### config.mk
export PLATFORM = sky130hd
export DESIGN_NAME = uart_periph
export DESIGN_NICKNAME = d
export VERILOG_FILES = /design/src/rtl/uart_periph_pkg.sv /design/src/rtl/uart_fifo.sv /design/src/rtl/uart_tx.sv /design/src/rtl/uart_rx.sv /design/src/rtl/uart_periph.sv
export SDC_FILE = /design/constraint.sdc
export NUM_CORES = 1
export LEC_CHECK = 0
export CORE_MARGIN = 8
export CORE_UTILIZATION = 55
export DETAILED_ROUTE_END_ITERATION = 16
export PLACE_DENSITY = 0.75
export SLEW_MARGIN = 20
export SYNTH_ARGS = -nofsm -noshare
export SYNTH_HDL_FRONTEND = slang
export SYNTH_SLANG_ARGS = --single-unit
### constraint.sdc
create_clock -name clk -period 2.7 [get_ports clk]
set_clock_uncertainty 0.1 [all_clocks]
set_input_delay 0.405 -clock clk [delete_from_list [all_inputs] [get_ports clk]]
set_output_delay 0.405 -clock clk [all_outputs]
set_load 0.01 [all_outputs]
### src/rtl/uart_periph_pkg.sv
package uart_periph_pkg;
  localparam int OSR = 16;
  localparam logic [7:0] ADDR_CTRL = 8'h00;
  localparam logic [7:0] ADDR_STAT = 8'h02;
  localparam logic [7:0] ADDR_DATA = 8'h04;
  typedef enum logic [1:0] {RX_IDLE, RX_START, RX_DATA, RX_STOP} rx_state_t;
endpackage

### src/rtl/uart_fifo.sv
module uart_fifo #(
  parameter int WIDTH = 8,
  parameter int DEPTH = 4
) (
  input  logic             clk,
  input  logic             srst,
  input  logic             push,
  input  logic [WIDTH-1:0] din,
  input  logic             pop,
  output logic [WIDTH-1:0] head,
  output logic             empty,
  output logic             full
);
  localparam int AW = $clog2(DEPTH);
  localparam int PW = AW + 1;

  logic [WIDTH-1:0] mem [DEPTH];
  logic [PW-1:0]    wptr_q, rptr_q;
  logic [PW-1:0]    level;
  logic             do_push, do_pop;

  assign level   = wptr_q - rptr_q;
  assign empty   = (level == '0);
  assign full    = (level == PW'(DEPTH));
  assign do_push = push && !full;
  assign do_pop  = pop && !empty;
  assign head    = mem[rptr_q[AW-1:0]];

  always_ff @(posedge clk) begin
    if (do_push) mem[wptr_q[AW-1:0]] <= din;
  end

  always_ff @(posedge clk) begin
    if (srst) begin
      wptr_q <= '0;
      rptr_q <= '0;
    end else begin
      if (do_push) wptr_q <= wptr_q + 1'b1;
      if (do_pop)  rptr_q <= rptr_q + 1'b1;
    end
  end

  p_level_bound_r5: assert property (@(posedge clk) disable iff (srst)
    level <= PW'(DEPTH));
  p_full_holds_r7: assert property (@(posedge clk) disable iff (srst)
    full && !pop |=> full);
endmodule

### src/rtl/uart_tx.sv
module uart_tx #(
  parameter int DBITS = 8,
  parameter int OSR   = 16
) (
  input  logic             clk,
  input  logic             srst,
  input  logic             tick,
  input  logic             avail,
  input  logic [DBITS-1:0] data,
  output logic             pop,
  output logic             txd,
  output logic             busy
);
  localparam int TW = $clog2(OSR);
  localparam int BW = $clog2(DBITS + 2);

  logic [DBITS:0]  sh_q;
  logic [TW-1:0]   tcnt_q;
  logic [BW-1:0]   bidx_q;
  logic            busy_q, txd_q;

  assign pop  = !busy_q && avail && tick;
  assign txd  = txd_q;
  assign busy = busy_q;

  always_ff @(posedge clk) begin
    if (srst) begin
      busy_q <= 1'b0;
      txd_q  <= 1'b1;
      sh_q   <= '1;
      tcnt_q <= '0;
      bidx_q <= '0;
    end else if (pop) begin
      busy_q <= 1'b1;
      txd_q  <= 1'b0;
      sh_q   <= {1'b1, data};
      tcnt_q <= '0;
      bidx_q <= '0;
    end else if (busy_q && tick) begin
      if (tcnt_q == TW'(OSR - 1)) begin
        tcnt_q <= '0;
        if (bidx_q == BW'(DBITS + 1)) begin
          busy_q <= 1'b0;
        end else begin
          txd_q  <= sh_q[0];
          sh_q   <= {1'b1, sh_q[DBITS:1]};
          bidx_q <= bidx_q + 1'b1;
        end
      end else begin
        tcnt_q <= tcnt_q + 1'b1;
      end
    end
  end

  p_start_bit_r3: assert property (@(posedge clk) disable iff (srst)
    pop |=> busy_q && !txd_q);
  p_idle_line_r3: assert property (@(posedge clk) disable iff (srst)
    $fell(busy_q) |-> txd_q);
endmodule

### src/rtl/uart_rx.sv
module uart_rx
  import uart_periph_pkg::*;
#(
  parameter int DBITS = 8
) (
  input  logic             clk,
  input  logic             srst,
  input  logic             tick,
  input  logic             rxd,
  output logic             push,
  output logic [DBITS-1:0] data,
  output logic             ferr,
  output logic [$clog2(DBITS)-1:0] bitcnt
);
  localparam int TW = $clog2(OSR);
  localparam int CW = $clog2(DBITS);

  rx_state_t        st_q;
  logic [2:0]       sync_q;
  logic [TW-1:0]    tcnt_q;
  logic [CW-1:0]    bcnt_q;
  logic [DBITS-1:0] sh_q;
  logic             push_q, ferr_q;
  logic             line;

  assign line   = sync_q[1];
  assign push   = push_q;
  assign ferr   = ferr_q;
  assign data   = sh_q;
  assign bitcnt = bcnt_q;

  always_ff @(posedge clk) begin
    if (srst) sync_q <= '1;
    else      sync_q <= {sync_q[1:0], rxd};
  end

  always_ff @(posedge clk) begin
    if (srst) begin
      st_q   <= RX_IDLE;
      tcnt_q <= '0;
      bcnt_q <= '0;
      sh_q   <= '0;
      push_q <= 1'b0;
      ferr_q <= 1'b0;
    end else begin
      push_q <= 1'b0;
      ferr_q <= 1'b0;
      case (st_q)
        RX_IDLE: begin
          tcnt_q <= '0;
          bcnt_q <= '0;
          if (sync_q[2] && !line) st_q <= RX_START;
        end
        RX_START: if (tick) begin
          if (tcnt_q == TW'(OSR / 2 - 1)) begin
            tcnt_q <= '0;
            st_q   <= line ? RX_IDLE : RX_DATA;
          end else tcnt_q <= tcnt_q + 1'b1;
        end
        RX_DATA: if (tick) begin
          if (tcnt_q == TW'(OSR - 1)) begin
            tcnt_q <= '0;
            sh_q   <= {line, sh_q[DBITS-1:1]};
            bcnt_q <= bcnt_q + 1'b1;
            if (bcnt_q == CW'(DBITS - 1)) st_q <= RX_STOP;
          end else tcnt_q <= tcnt_q + 1'b1;
        end
        default: if (tick) begin
          if (tcnt_q == TW'(OSR - 1)) begin
            push_q <= 1'b1;
            ferr_q <= !line;
            st_q   <= RX_IDLE;
          end else tcnt_q <= tcnt_q + 1'b1;
        end
      endcase
    end
  end

  p_push_single_r4: assert property (@(posedge clk) disable iff (srst)
    push_q |=> !push_q);
  p_idle_count_r11: assert property (@(posedge clk) disable iff (srst)
    push_q |-> bcnt_q == '0);
endmodule

### src/rtl/uart_periph.sv
module uart_periph
  import uart_periph_pkg::*;
#(
  parameter int DIV_W = 10,
  parameter int DEPTH = 4
) (
  input  logic        clk,
  input  logic        rst,
  input  logic [7:0]  bus_addr,
  input  logic [15:0] bus_wdata,
  input  logic        bus_we,
  input  logic        bus_re,
  output logic [15:0] bus_rdata,
  input  logic        rxd_i,
  output logic        txd_o,
  output logic        irq_o
);
  localparam int DBITS = 8;
  localparam int CW    = $clog2(DBITS);

  logic [DIV_W-1:0] div_q, bcnt_q;
  logic             ie_q, sres_q, srst, tick_q;
  logic             frerr_q, txovr_q, rxovr_q, irq_q;
  logic [15:0]      rdata_q;
  logic             tx_wr, rx_rd;
  logic [7:0]       tx_head, rx_head, rx_byte;
  logic             tx_empty, tx_full, tx_pop, tx_busy;
  logic             rx_empty, rx_full, rx_push, rx_ferr;
  logic [CW-1:0]    rx_bits;

  assign srst  = rst || sres_q;
  assign tx_wr = bus_we && (bus_addr == ADDR_DATA);
  assign rx_rd = bus_re && (bus_addr == ADDR_DATA);

  always_ff @(posedge clk) begin
    if (rst) begin
      div_q  <= '0;
      ie_q   <= 1'b0;
      sres_q <= 1'b0;
    end else if (bus_we && bus_addr == ADDR_CTRL) begin
      div_q  <= bus_wdata[DIV_W-1:0];
      ie_q   <= bus_wdata[14];
      sres_q <= bus_wdata[15];
    end
  end

  always_ff @(posedge clk) begin
    if (srst) begin
      bcnt_q <= '0;
      tick_q <= 1'b0;
    end else begin
      tick_q <= (bcnt_q == div_q);
      bcnt_q <= (bcnt_q == div_q) ? '0 : bcnt_q + 1'b1;
    end
  end

  uart_fifo #(.WIDTH(8), .DEPTH(DEPTH)) u_txq (
    .clk(clk), .srst(srst), .push(tx_wr), .din(bus_wdata[7:0]),
    .pop(tx_pop), .head(tx_head), .empty(tx_empty), .full(tx_full));

  uart_fifo #(.WIDTH(8), .DEPTH(DEPTH)) u_rxq (
    .clk(clk), .srst(srst), .push(rx_push), .din(rx_byte),
    .pop(rx_rd), .head(rx_head), .empty(rx_empty), .full(rx_full));

  uart_tx #(.DBITS(DBITS), .OSR(OSR)) u_tx (
    .clk(clk), .srst(srst), .tick(tick_q), .avail(!tx_empty),
    .data(tx_head), .pop(tx_pop), .txd(txd_o), .busy(tx_busy));

  uart_rx #(.DBITS(DBITS)) u_rx (
    .clk(clk), .srst(srst), .tick(tick_q), .rxd(rxd_i),
    .push(rx_push), .data(rx_byte), .ferr(rx_ferr), .bitcnt(rx_bits));

  always_ff @(posedge clk) begin
    if (srst) begin
      frerr_q <= 1'b0;
      txovr_q <= 1'b0;
      rxovr_q <= 1'b0;
      irq_q   <= 1'b0;
    end else begin
      if (rx_push && rx_ferr) frerr_q <= 1'b1;
      if (tx_wr && tx_full)   txovr_q <= 1'b1;
      if (rx_push && rx_full) rxovr_q <= 1'b1;
      irq_q <= ie_q && !rx_empty;
    end
  end

  always_ff @(posedge clk) begin
    if (rst) begin
      rdata_q <= '0;
    end else if (bus_re) begin
      case (bus_addr)
        ADDR_CTRL: rdata_q <= {sres_q, ie_q, (14 - DIV_W)'(0), div_q};
        ADDR_STAT: rdata_q <= {5'b0, 3'(rx_bits), rxovr_q, txovr_q, frerr_q,
                               2'b0, tx_busy, !tx_full, !rx_empty};
        ADDR_DATA: rdata_q <= {7'b0, !rx_empty, rx_head};
        default:   rdata_q <= '0;
      endcase
    end
  end

  assign bus_rdata = rdata_q;
  assign irq_o     = irq_q;

  p_frerr_sticky_r8: assert property (@(posedge clk) disable iff (rst)
    frerr_q && !srst |=> frerr_q);
  p_txovr_sticky_r6: assert property (@(posedge clk) disable iff (rst)
    txovr_q && !srst |=> txovr_q);
  p_rxovr_sticky_r7: assert property (@(posedge clk) disable iff (rst)
    rxovr_q && !srst |=> rxovr_q);
  p_irq_gate_r10: assert property (@(posedge clk) disable iff (srst)
    irq_o |-> $past(ie_q) && $past(!rx_empty));
  p_hold_clear_r9: assert property (@(posedge clk) disable iff (rst)
    sres_q |=> !frerr_q && !txovr_q && !rxovr_q && txd_o);
endmodule

# [After elaboration in Yosys (flattened, before gate mapping)]
# Memories as Yosys holds them, arrays and structs flattened. A register that Yosys moved wholly into a read port is not among the register bits.
# Index checks and enable logic that the tools add are counted.
[word_totals] reg_bits=95 mem_bits_rw=64 memories=2 elab_cells=148
[memory_table] name="u_rxq.mem" words=4 width=8 read_ports=1 rd_clocked_by_memory_dff=1 wr=1 line="uart_fifo.sv:17" source="logic [WIDTH-1:0] mem [DEPTH];"
[memory_table] name="u_txq.mem" words=4 width=8 read_ports=1 rd_clocked_by_memory_dff=1 wr=1 line="uart_fifo.sv:17"
[classes] bitwise_logic=3 mux=43 addsub=11 reduce_logical=43 n_eq_ne=20
[op_table] cell="$pmux W16 S3" n=1
[op_table] cell="$mux W8" n=4
[op_table] cell="$mux W4" n=7
[op_table] cell="$mux W2" n=13
[op_table] cell="$add A3 B1 Y3 const B" n=5
[op_table] cell="$logic_and A1 B1 Y1" n=15
[op_table] cell="$reduce_and A3 Y1" n=5
[op_table] cell="$mux W1" n=13
[op_table] cell="$add A4 B1 Y4 const B" n=3
[op_table] cell="$eq A4 B4 Y1 const B" n=3
[op_table] cell="$pmux W4 S3" n=1
[op_table] cell="$add A10 B1 Y10 const B" n=1
[op_table] cell="$eq A10 B10 Y1" n=1
[op_table] cell="$reduce_bool A2 Y1" n=5
[op_table] cell="$eq A3 B3 Y1 const B" n=3
[op_table] cell="$eq A8 B2 Y1 const B" n=1
[op_table] cell="$eq A8 B3 Y1 const B" n=1
[op_table] cell="$logic_not A8 Y1" n=1
[op_table] cell="$ne A2 B1 Y1 const B" n=4
[op_table] cell="$reduce_and A8 Y1" n=1
[op_table] cell="$logic_not A1 Y1" n=6
[op_table] cell="$logic_not A3 Y1" n=2
[op_table] cell="$mux W3" n=2
[op_table] cell="$ne A2 B2 Y1 const B" n=3
[op_table] cell="15 further kinds" n=19

# [Logic depth before layout (Yosys ltp)]
[logic_depth] ltp_word=8 mapped_depth=8 mapped_depth_nobuf=7

# [Hierarchy]
# From an unflattened synthesis, not the netlist that was laid out.
[hier_totals] cells_unflattened=596 area_unflattened_um2=7060.5
[by_module_without_submodules] module="uart_fifo" cells_per_inst=93 instances=2 area_per_inst_um2=1662.8 seq_area_each_um2=1121.1
[by_module_without_submodules] module="uart_periph" cells_per_inst=203 instances=1 area_per_inst_um2=1870.5 seq_area_each_um2=800.8
[by_module_without_submodules] module="uart_rx" cells_per_inst=119 instances=1 area_per_inst_um2=1038.5 seq_area_each_um2=440.4
[by_module_without_submodules] module="uart_tx" cells_per_inst=88 instances=1 area_per_inst_um2=825.8 seq_area_each_um2=360.3

# [Least setup slack after synthesis]
# Ideal clock, no wire load.
[synth_path] path_kind="flip-flop to flip-flop" start="register u_rx.st_q[1]" end="register u_rx.st_q[1]" path_slack_ns=0.678 path_stages_with_launch=9 arrival_ns=1.852 t_required_ns=2.530 path_cell_list="dfxtp_1 inv_1 ha_1 buf_6 xnor2_1 o32ai_2 o2111ai_1 or4b_1 a21oi_1"
[synth_between] elab_chain_cells=3 elab_cells_between_ends=13
[synth_rtl] element="start: declaration" line="uart_rx.sv:18" source="rx_state_t st_q;"
[synth_rtl] element="start signal: assignment" line="uart_rx.sv:57" source="st_q <= line ? RX_IDLE : RX_DATA;"
[synth_rtl] element="$eq A2 B2 Y1 (tied with other cells)" line="uart_rx.sv:48" source="case (st_q)"
[synth_rtl] element="$ne A2 B1 Y1 (no line) (tied with other cells)"
[synth_rtl] element="$reduce_and A8 Y1 (no line)"
# Several ways; a longest one is shown, not always the timed one.
# A chain may end at the register's enable or synchronous reset.

# [Final worst setup path]
[layout_path] start="register u_rxq.wptr_q[0]" end="memory u_rxq.mem[1][2] (enable)"
[layout_between] elab_chain_cells=6
[layout_rtl] element="start: declaration" line="uart_fifo.sv:18" source="logic [PW-1:0] wptr_q, rptr_q;"
[layout_rtl] element="start signal: assignment" line="uart_fifo.sv:38" source="if (do_push) wptr_q <= wptr_q + 1'b1;"
[layout_rtl] element="$sub A3 B3 Y3" line="uart_fifo.sv:22" source="assign level = wptr_q - rptr_q;"
[layout_rtl] element="$eq A3 B3 Y1" line="uart_fifo.sv:24" source="assign full = (level == PW'(DEPTH));"
[layout_rtl] element="$logic_not A1 Y1" line="uart_fifo.sv:25" source="assign do_push = push && !full;"
[layout_rtl] element="$logic_and A1 B1 Y1" line="uart_fifo.sv:25"
[layout_rtl] element="$mux W1" line="uart_fifo.sv:30" source="if (do_push) mem[wptr_q[AW-1:0]] <= din;"
[layout_rtl] element="$mux W1 (not written as such)" line="uart_fifo.sv:30"
[layout_rtl] element="end: declaration" line="uart_fifo.sv:17"
# Several ways; a longest one is shown, not always the timed one.

==> reports/metrics.yaml <==
worst_setup_path:
  worst_ep_arrival_time_ps: 2390
  path_class: "reg -> reg"
  end_kind: "flip-flop"
  cp_max_fo: 8
  worst_ep_required_time_ps: 2680
  critPathLaunchType: "flip-flop"
sta:
  drv_slew: 0
  finalWorstSetupSlack_ps: 291
  finalSetupViolCount: 0
  fin_crit_ps: 2410
  hold_violations: 0
  finalCritPeriodShare: 0.892
  rsz0062_at_grt: "no"
  timing.fmax_ghz: 0.415
  slew_headroom: 0.588
  setup_tns_ps: 0
  worst_pin_slew_ps: 617
grt:
  grt_max_degree: 30
  grtUsageMet3: 0.0412
  gr-usage-all-layers: 0.189
  gr-max-usage-layer: "met2"
  grt_antenna_before_repair: 0
  use_met2: 0.318
  grt_pass1_wl_um: 23700
  met1_usage: 0.233
  grt_overflow_total: 0
  grt_pass1_vias: 4649
min_path:
  hp-class: "reg -> reg"
clock_tree:
  h-tree-depth: 4
  tritoncts: "yes"
  root_buffer: "clkbuf_16"
  postCtsSetupRepairBufs: 0
  cts_hold_buf: 0
  clk_latency_ps: 430
  numCtsBuffers: 17
  cts_resized: 0
  clk_pin_slew_ps: 60
  ctsLongestPathBuffers: 2
  clock_sinks: 160
placement:
  gp_congestion: 0.807
  dpl_worst_slack_ps: 215
  dpl.hpwl_um: 10200
  portBuffers: 39
yosys:
  synthCells: 604
  netlist.area_leader.share: 0.284
  ys_top_cells_by_area: "dfxtp_1, edfxtp_1, mux4_2"
  synth-edff-count: 64
  syn_area_um2: 6780
  ys_ff_latch: 160
  yosysUniqueCellTypes: 50
  yosys.area.top_type: "dfxtp_1"
  ys.flop_type: "dfxtp_1"
  ys.warnings.count: 0
  seq_area_frac_synth: 0.567
  syn_avg_cell_area_um2: 11.2
  async_flop_share: 0
cells_and_area:
  drive_above_1_share: 0.109
  final_cell_mix: "dfxtp_1, edfxtp_1, nand2_1"
  area_delta_synth_final_pct: 16.5
  num_antenna_cells: 0
  fillers: 882
  layout.nets: 702
  seq_area_um2: 3840
  final_common_cell: "dfxtp_1"
  multi_input_area_um2: 2730
floorplan:
  core-area_um2: 12000
  die_y_um: 127
  row_count: 40
  initial_core_util: 0.564
  fp.dieW_um: 127
  die-area_um2: 16100
  boundaryPins: 47
detailed_routing:
  firstDrtPassIters: 6
  avgRoutedWirePerCell_um: 17.9
  drt-initial-drc-count: 356
  drc: 0
  vias: 4642
  viasPerCell: 5.75
  ant_nets: 0
  routed_wl_um: 14500
job:
  drv_cap: 0
outcome:
  run_status: "finished, final reports clean"
power_and_ir_drop:
  powerDensity_nw_per_um2: 684
  peakVddDrop_v: 0.000622
  p_leak_nw: 2.86
-- synth_stat cells (2+ instances only) --
| master | n |
|---|---|
| or3_1 | 5 |
| o21ai_0 | 18 |
| buf_4 | 5 |
| nor4_1 | 3 |
| nand2b_1 | 7 |
| a221oi_1 | 7 |
| a22oi_1 | 6 |
| edfxtp_1 | 64 |
| o31ai_1 | 3 |
| nand2_1 | 61 |
| ha_1 | 25 |
| o2111ai_1 | 2 |
| nand3_1 | 34 |
| a31oi_1 | 6 |
| inv_1 | 16 |
| buf_1 | 2 |
| a21oi_1 | 38 |
| mux2i_1 | 10 |
| clkbuf_1 | 19 |
| dfxtp_1 | 96 |
| mux4_2 | 16 |
| or3_2 | 2 |
| or2_2 | 2 |
| xor2_1 | 20 |
| buf_2 | 5 |
| nor3_1 | 7 |
| xnor2_1 | 14 |
| nor2_1 | 50 |
| nor2b_1 | 11 |
| and3_1 | 7 |
| o22ai_1 | 5 |
| and4_1 | 3 |
| o211a_1 | 2 |
| and2_1 | 10 |
| or4b_1 | 2 |
| nand4_1 | 7 |
-- worst max-delay path, stage by stage, from the launching register on --
cell	delay (ps)
dfxtp_1	330
inv_1	140
ha_1	170
nor2b_1	240
xor2_1	310
nor2_1	120
nor2b_1	210
and2_1	430
-- worst paths after layout --
kind / from / end / slack (ps) / cells after the start
setup / recovery: u_rxq.wptr_q[0]$_SDFFE_PP0P_ / u_rxq.mem[1][2]$_DFFE_PP_ / 290 / 7
hold / removal: u_rx.sync_q[0]$_SDFF_PP1_ / u_rx.sync_q[1]$_SDFF_PP1_ / 340 / 1
setup reg to reg: u_rxq.wptr_q[0]$_SDFFE_PP0P_ / u_rxq.mem[1][2]$_DFFE_PP_ / 290 / 7
hold reg to reg: u_rx.sync_q[0]$_SDFF_PP1_ / u_rx.sync_q[1]$_SDFF_PP1_ / 340 / 1
-- sequential cells by signal, indices dropped and copies added, names as in the netlist, 2 cells and up, named ones only --
register	flops
u_tx.tcnt_q	4
div_q	10
u_tx.bidx_q	4
u_rx.tcnt_q	4
u_rx.bitcnt	3
u_rxq.mem	32
u_rx.st_q	2
u_rx.sync_q	3
u_rxq.wptr_q	3
u_txq.wptr_q	3
u_txq.rptr_q	3
u_rxq.rptr_q	3
u_rx.data	8
bcnt_q	10
u_txq.mem	32
bus_rdata	13
u_tx.sh_q	8
-- cells by family (layout without fill, tap and decap cells) --
logic type,count (synthesis),after routing,synth area share
other,1,3,0.000553
muxes,27,27,0.0696
and+or+nand+nor,215,215,0.156
AOI/OAI and AO/OA,94,94,0.0857
DFF,160,160,0.567
xor gates and xnor gates,34,34,0.0439
adders and majority gates,25,25,0.0462
buffers and inverters,48,103,0.0314
-- area by class of cell --
cell class              instances  area share
clock buffers                  18      0.0556
inverters                      16     0.00761
well taps                     147      0.0233
multi-input cells             398       0.346
clock inverters                14      0.0162
flip-flops and latches        160       0.487
repair buffers                 55      0.0647
-- metrics by stage --
stage	total power, mW	hold WS [ps]	area (um^2)	cells	util
3_5_place_dp	3.15	319	7330	776	0.610
2_1_floorplan	3.00	284	6790	606	-
3_3_place_gp	3.12	295	7330	776	0.610
6_report	5.40	338	7890	808	0.657
5_1_grt	5.59	359	7890	808	0.657
4_1_cts	5.43	340	7890	808	0.657
-- where the power goes --
| group | switching, mW | internal, mW | total (mW) |
|---|---|---|---|
| clock | 0.999 | 1.30 | 2.30 |
| sequential | 0.0561 | 2.56 | 2.62 |
| combinational | 0.257 | 0.222 | 0.479 |
| total | 1.31 | 4.09 | 5.40 |
-- routing by layer --
layer  wire length (um)  up-vias
met5                  0        -
met4                232        0
met3                660       15
met2               7200      118
met1               6410     2265
li1                   -     2244
(Power assumes the default switching activity.)
